==> src/rtl/mixport_pkg.sv <==
package mixport_pkg;
  localparam int PIN_COUNT = 3;
  localparam int ADDR_DATA = 0;
  localparam int ADDR_DIR  = 1;

  typedef struct packed {
    logic wrData;
    logic wrDir;
    logic rdData;
    logic rdDir;
  } strobe_t;
endpackage

==> src/rtl/mixport_ctrl.sv <==
module mixport_ctrl
  import mixport_pkg::*;
(
  input  logic    clk,
  input  logic    rstN,
  input  logic    busSel,
  input  logic    busWrite,
  input  logic    busAddr,
  output strobe_t strb
);
  logic isDir;

  always_comb begin
    isDir       = (busAddr == 1'(ADDR_DIR));
    strb.wrData = busSel &&  busWrite && !isDir;
    strb.wrDir  = busSel &&  busWrite &&  isDir;
    strb.rdData = busSel && !busWrite && !isDir;
    strb.rdDir  = busSel && !busWrite &&  isDir;
  end

  AST_ONE_STROBE: assert property (@(posedge clk) disable iff (!rstN)
    $onehot0({strb.wrData, strb.wrDir, strb.rdData, strb.rdDir}));
endmodule

==> src/rtl/mixport_datapath.sv <==
module mixport_datapath
  import mixport_pkg::*;
#(
  parameter int NUM_PINS    = PIN_COUNT,
  parameter int SYNC_STAGES = 2
) (
  input  logic                clk,
  input  logic                rstN,
  input  strobe_t             strb,
  input  logic [NUM_PINS-1:0] busWdata,
  output logic [NUM_PINS-1:0] busRdata,
  input  logic [NUM_PINS-1:0] padIn,
  input  logic [NUM_PINS-1:0] analogSel,
  input  logic                slaveMode,
  output logic [NUM_PINS-1:0] padOut,
  output logic [NUM_PINS-1:0] padOe,
  output logic [NUM_PINS-1:0] slvLines
);
  localparam int LAST_STAGE = SYNC_STAGES - 1;

  logic [NUM_PINS-1:0] dataQ;
  logic [NUM_PINS-1:0] dirQ;
  logic [NUM_PINS-1:0] syncQ [SYNC_STAGES];
  logic [NUM_PINS-1:0] pinSync;
  logic [NUM_PINS-1:0] portView;

  always_ff @(posedge clk) begin
    if (!rstN) begin
      dataQ <= '0;
      dirQ  <= '1;
    end else begin
      if (strb.wrData) dataQ <= busWdata;
      if (strb.wrDir)  dirQ  <= busWdata;
    end
  end

  genvar s;
  generate
    for (s = 0; s < SYNC_STAGES; s++) begin : g_sync
      always_ff @(posedge clk) begin
        if (!rstN)      syncQ[s] <= '0;
        else if (s == 0) syncQ[s] <= padIn;
        else            syncQ[s] <= syncQ[(s == 0) ? 0 : s - 1];
      end
    end
  endgenerate

  assign pinSync = syncQ[LAST_STAGE];

  genvar p;
  generate
    for (p = 0; p < NUM_PINS; p++) begin : g_pin
      always_comb begin
        if (analogSel[p])   portView[p] = 1'b0;
        else if (dirQ[p])   portView[p] = pinSync[p];
        else                portView[p] = dataQ[p];
        padOe[p]    = !slaveMode && !dirQ[p];
        slvLines[p] = slaveMode && pinSync[p];
      end
    end
  endgenerate

  assign padOut = dataQ;

  always_comb begin
    if (strb.rdData)     busRdata = portView;
    else if (strb.rdDir) busRdata = dirQ;
    else                 busRdata = '0;
  end

  AST_DIR_DRIVES_OE: assert property (@(posedge clk) disable iff (!rstN)
    strb.wrDir |=> (slaveMode || padOe == ~$past(busWdata)));
  AST_DATA_LANDS: assert property (@(posedge clk) disable iff (!rstN)
    strb.wrData |=> (padOut == $past(busWdata)));
  AST_ANALOG_ZERO: assert property (@(posedge clk) disable iff (!rstN)
    strb.rdData |-> ((busRdata & analogSel) == '0));
  AST_SLAVE_NO_DRIVE: assert property (@(posedge clk) disable iff (!rstN)
    slaveMode |-> (padOe == '0));
  AST_IDLE_BUS_QUIET: assert property (@(posedge clk) disable iff (!rstN)
    !(strb.rdData || strb.rdDir) |-> (busRdata == '0));
  AST_STROBES_QUIET: assert property (@(posedge clk) disable iff (!rstN)
    !slaveMode |-> (slvLines == '0));
endmodule

==> src/rtl/mixport3.sv <==
module mixport3
  import mixport_pkg::*;
#(
  parameter int SYNC_STAGES = 2
) (
  input  logic                 clk,
  input  logic                 rstN,
  input  logic                 busSel,
  input  logic                 busWrite,
  input  logic                 busAddr,
  input  logic [PIN_COUNT-1:0] busWdata,
  output logic [PIN_COUNT-1:0] busRdata,
  input  logic [PIN_COUNT-1:0] padIn,
  output logic [PIN_COUNT-1:0] padOut,
  output logic [PIN_COUNT-1:0] padOe,
  input  logic [PIN_COUNT-1:0] analogSel,
  input  logic                 slaveMode,
  output logic                 slvRead,
  output logic                 slvWrite,
  output logic                 slvSelect
);
  strobe_t             strb;
  logic [PIN_COUNT-1:0] slvLines;

  mixport_ctrl u_ctrl (
    .clk      (clk),
    .rstN     (rstN),
    .busSel   (busSel),
    .busWrite (busWrite),
    .busAddr  (busAddr),
    .strb     (strb)
  );

  mixport_datapath #(
    .NUM_PINS    (PIN_COUNT),
    .SYNC_STAGES (SYNC_STAGES)
  ) u_dp (
    .clk       (clk),
    .rstN      (rstN),
    .strb      (strb),
    .busWdata  (busWdata),
    .busRdata  (busRdata),
    .padIn     (padIn),
    .analogSel (analogSel),
    .slaveMode (slaveMode),
    .padOut    (padOut),
    .padOe     (padOe),
    .slvLines  (slvLines)
  );

  assign slvRead   = slvLines[0];
  assign slvWrite  = slvLines[1];
  assign slvSelect = slvLines[2];
endmodule

==> config.mk <==
export PLATFORM = sky130hd
export DESIGN_NAME = mixport3
export DESIGN_NICKNAME = d
export VERILOG_FILES = /design/src/rtl/mixport_pkg.sv /design/src/rtl/mixport_ctrl.sv /design/src/rtl/mixport_datapath.sv /design/src/rtl/mixport3.sv
export SDC_FILE = /design/constraint.sdc
export NUM_CORES = 1
export LEC_CHECK = 0
export ABC_AREA = 1
export BUFFER_PORTS_ARGS = -buffer_cell sky130_fd_sc_hd__buf_2
export CORE_AREA = 2 2 39 41
export DETAILED_ROUTE_END_ITERATION = 6
export DIE_AREA = 0 0 41 43
export PLACE_DENSITY_LB_ADDON = 0.12
export SYNTH_ARGS = -nofsm -noshare
export SYNTH_HDL_FRONTEND = slang
export SYNTH_HIERARCHICAL = 1
export SYNTH_SLANG_ARGS = --single-unit
==> constraint.sdc <==
create_clock -name clk -period 1.77 [get_ports clk]
set_input_delay 0.0885 -clock clk [delete_from_list [all_inputs] [get_ports clk]]
set_output_delay 0.0885 -clock clk [all_outputs]
set_load 0.01 [all_outputs]
==> impl_results.md <==
* Flip-flop and latch count after synthesis at 12
* PwrDens at 776 mW/mm2
* Synth warn at 6
* Final setup TNS at 0 ps
* Syn Area/Cell at 6.33 um2
* Netlist Area Pre-Place at 551 um2
* DRT met1 WL at 461 um
* WHS Path Cells at 3
* Critical Path End Type: primary output
* Critical path cell sequence: inv_1, nand2_1, nand3_1, nand2_1, buf_2
* Pleak at 0.000490 uW
* Synth Area in Compound Gates at 8.18%
* Final period utilization at 63.3%
* # port buffers at 26
* DR top layer: met4
* Peak VDD IR at 0.000502 V
* Minimum clock period at 1120 ps
* # diodes at 0
* Met2 wire len at 463 um
* Fin area at 746 um2
* Met3 Routed Length at 93 um
* Core area at 0.00138 mm2
* Antenna violations before repair at 0
* Die height at 43 um
* Initial Utilization at 39.8%
* Mux contribution to synthesized area at 0%
* H-tree levels at 1
* GRT Overall Usage at 13.7%
* ANT nets after route at 0
* Number of global-route vias before repair at 421
* Largest net degree at the start of global routing at 11
* Critical-path maximum fanout at 4
* Initial DRC Count at 6
* Distinct cell type count after synthesis at 10
* Syn-to-layout area delta at 35.5%
* Largest delay share family, worst path: flip-flops
* Reg2reg start: u_dp/padOut[1]$_SDFFE_PN0P_
* Routed via count at 548
* First-pass detailed-route iteration total at 3
* Relative slew slack at 76.6%
* Root buffer cell: clkbuf_4
* Share of cells above drive strength 1 at 26.3%
* Cell mode on critical path: nand2_1
* Routability congestion estimate at 0.753
* # nets final at 134
* Crit path DAT at 1030 ps
* Worst r2r dst: u_dp/padOut[1]$_SDFFE_PN0P_
* Setup Skew at 2.69 ps
* Hold EP: u_dp/syncQ[0][1]$_SDFF_PN0_
* Buf/Inv on CP at 2
* R2r setup slk at 1120 ps
* Clock-pin slew on the worst setup and hold paths at 70 ps
* Unrepaired setup endpoints after global routing: false
* Highest clock rate at 0.893 GHz
* CP required at 1680 ps
* Hold Violations, Final at 0
* Total I/O pin count at 27
* WL per Instance at 7.67 um
* Critical path class: reg -> out
* Post-DP Area at 689 um2
* CTS Buf Count at 3
* Net Count, Synth at 102
* Worst-Margin Slew at 350 ps
* Clock sink count at 12
* Largest family of logic cells by synthesized area: simple AND/OR/NAND/NOR gates
* Worst hold path type: in -> reg
* Rows at 14
* Post_cts resized at 0
* Gr ovfl total at 0
* Total power at 579 uW
* Startpoint Class: register
* Residual DRC at 0
* Xor-xnor portion of the synthesized cell area at 0%
* # setup viols final at 0
* Clk Latency, worst-skew pair at 270 ps
* First-pass GRT wire length at 1560 um
* Simple-gate area share of the yosys netlist at 30.0%
* Hold path startpoint: padIn[1]
* Status: finished, final reports clean
* Detailed Place HPWL at 839 um
* Post-synthesis adder-cell area fraction at 0%
* Post-synthesis cell count at 87
* Die ar. at 0.00176 mm2
* Clk buf depth at 2
* Max Cap Viol at 0
* CTS tree: done
* Via density per instance at 4.09
* R2R depth at 2
* Number of max-slew violations in the final report at 0
* Horiz. Die Dim at 41 um
* Total Routed Length at 1030 um
* Largest stage delay on the critical path at 380 ps
* Slowest CP cell: dfxtp_1
* Sequential cell area fraction in the yosys report at 43.6%
## worst register-to-register path: stages (launching register included)
cell     delay (ps)
dfxtp_1         330
o21ai_0         170
nor2_1           60
## Yosys cell counts (all sizes together)
| cell type | count | share of area (%) |
|---|---|---|
| buf | 1 | 2.0 |
| nand2 | 20 | 14 |
| a21oi | 3 | 2.7 |
| nor2 | 16 | 11 |
| inv | 23 | 16 |
| nand3 | 6 | 5.5 |
| o21ai | 6 | 5.5 |
| dfxtp | 12 | 44 |
## final cells by class
class / instances / area, um2
Fill cell: 157 / 638
Multi-Input combinational cell: 51 / 210
Inverter: 23 / 88.8
Timing Repair Buffer: 28 / 150
Clock buffer: 4 / 36.3
Tap cell: 16 / 20.0
Sequential cell: 12 / 240
## power breakdown
part	switching [uW]	internal, uW	total [uW]
logic	41.5	35.2	76.7
clock network	85.8	125	211
registers	7.87	283	291
total	135	444	579
## logic make-up after synthesis
logic type | count (synthesis)
AOI/OAI and AO/OA | 9
DFF | 12
buffers and inverters | 24
and+or+nand+nor | 42
## registers in the layout (all words and copies together) (netlist names)
register,cells
u_dp/padOut,3
u_dp/dirQ,3
u_dp/syncQ,6
## worst max path at each step
| stage | depth (start not counted) | slack (ps) | startpoint | endpoint |
|---|---|---|---|---|
| global route | 5 | 570 | u_dp/dirQ[1]$_SDFFE_PN1P_ | busRdata[1] |
| floorplan | 4 | 1050 | u_dp/padOut[0]$_SDFFE_PN0P_ | busRdata[0] |
| detailed placement | 9 | 860 | busWrite | busRdata[2] |
| finish | 5 | 650 | u_dp/dirQ[2]$_SDFFE_PN1P_ | busRdata[2] |
| CTS | 5 | 630 | u_dp/dirQ[2]$_SDFFE_PN1P_ | busRdata[2] |
| global placement | 9 | 880 | busWrite | busRdata[2] |
## cell usage in the layout (no fill, tap or decap)
| master | n |
|---|---|
| buf_2 | 26 |
| inv_1 | 22 |
| nand2_1 | 20 |
| nor2_1 | 16 |
| dfxtp_1 | 12 |
| nand3_1 | 6 |
| clkbuf_4 | 3 |
| a21oi_1 | 3 |
| o21ai_1 | 3 |
| o21ai_0 | 3 |
| dlygate4sd3_1 | 2 |
| clkbuf_8 | 1 |
| inv_4 | 1 |
## layer usage
layer  up-vias  track usage, %
met1       206            15.5
met4         0            10.0
met5         -               0
met3         2            4.71
met2        22            20.0
li1        318               -
## what timing repair did
action                                  CTS  global route
endpoints found under the setup margin    0             0
endpoints found under the hold margin     2             0
hold buffers                              2             0
setup buffers                             0             0
## stage by stage
step                std cells  hold slack (ps)  util [%]  worst slack (ps)
floorplan                  87              186         -              1050
global placement          128              269      49.8               882
detailed placement        128              274      49.8               861
CTS                       134             3.56      53.9               633
global route              134             4.75      53.9               567
finish                    134             5.39      53.9               650
(Power assumes the default switching activity.)
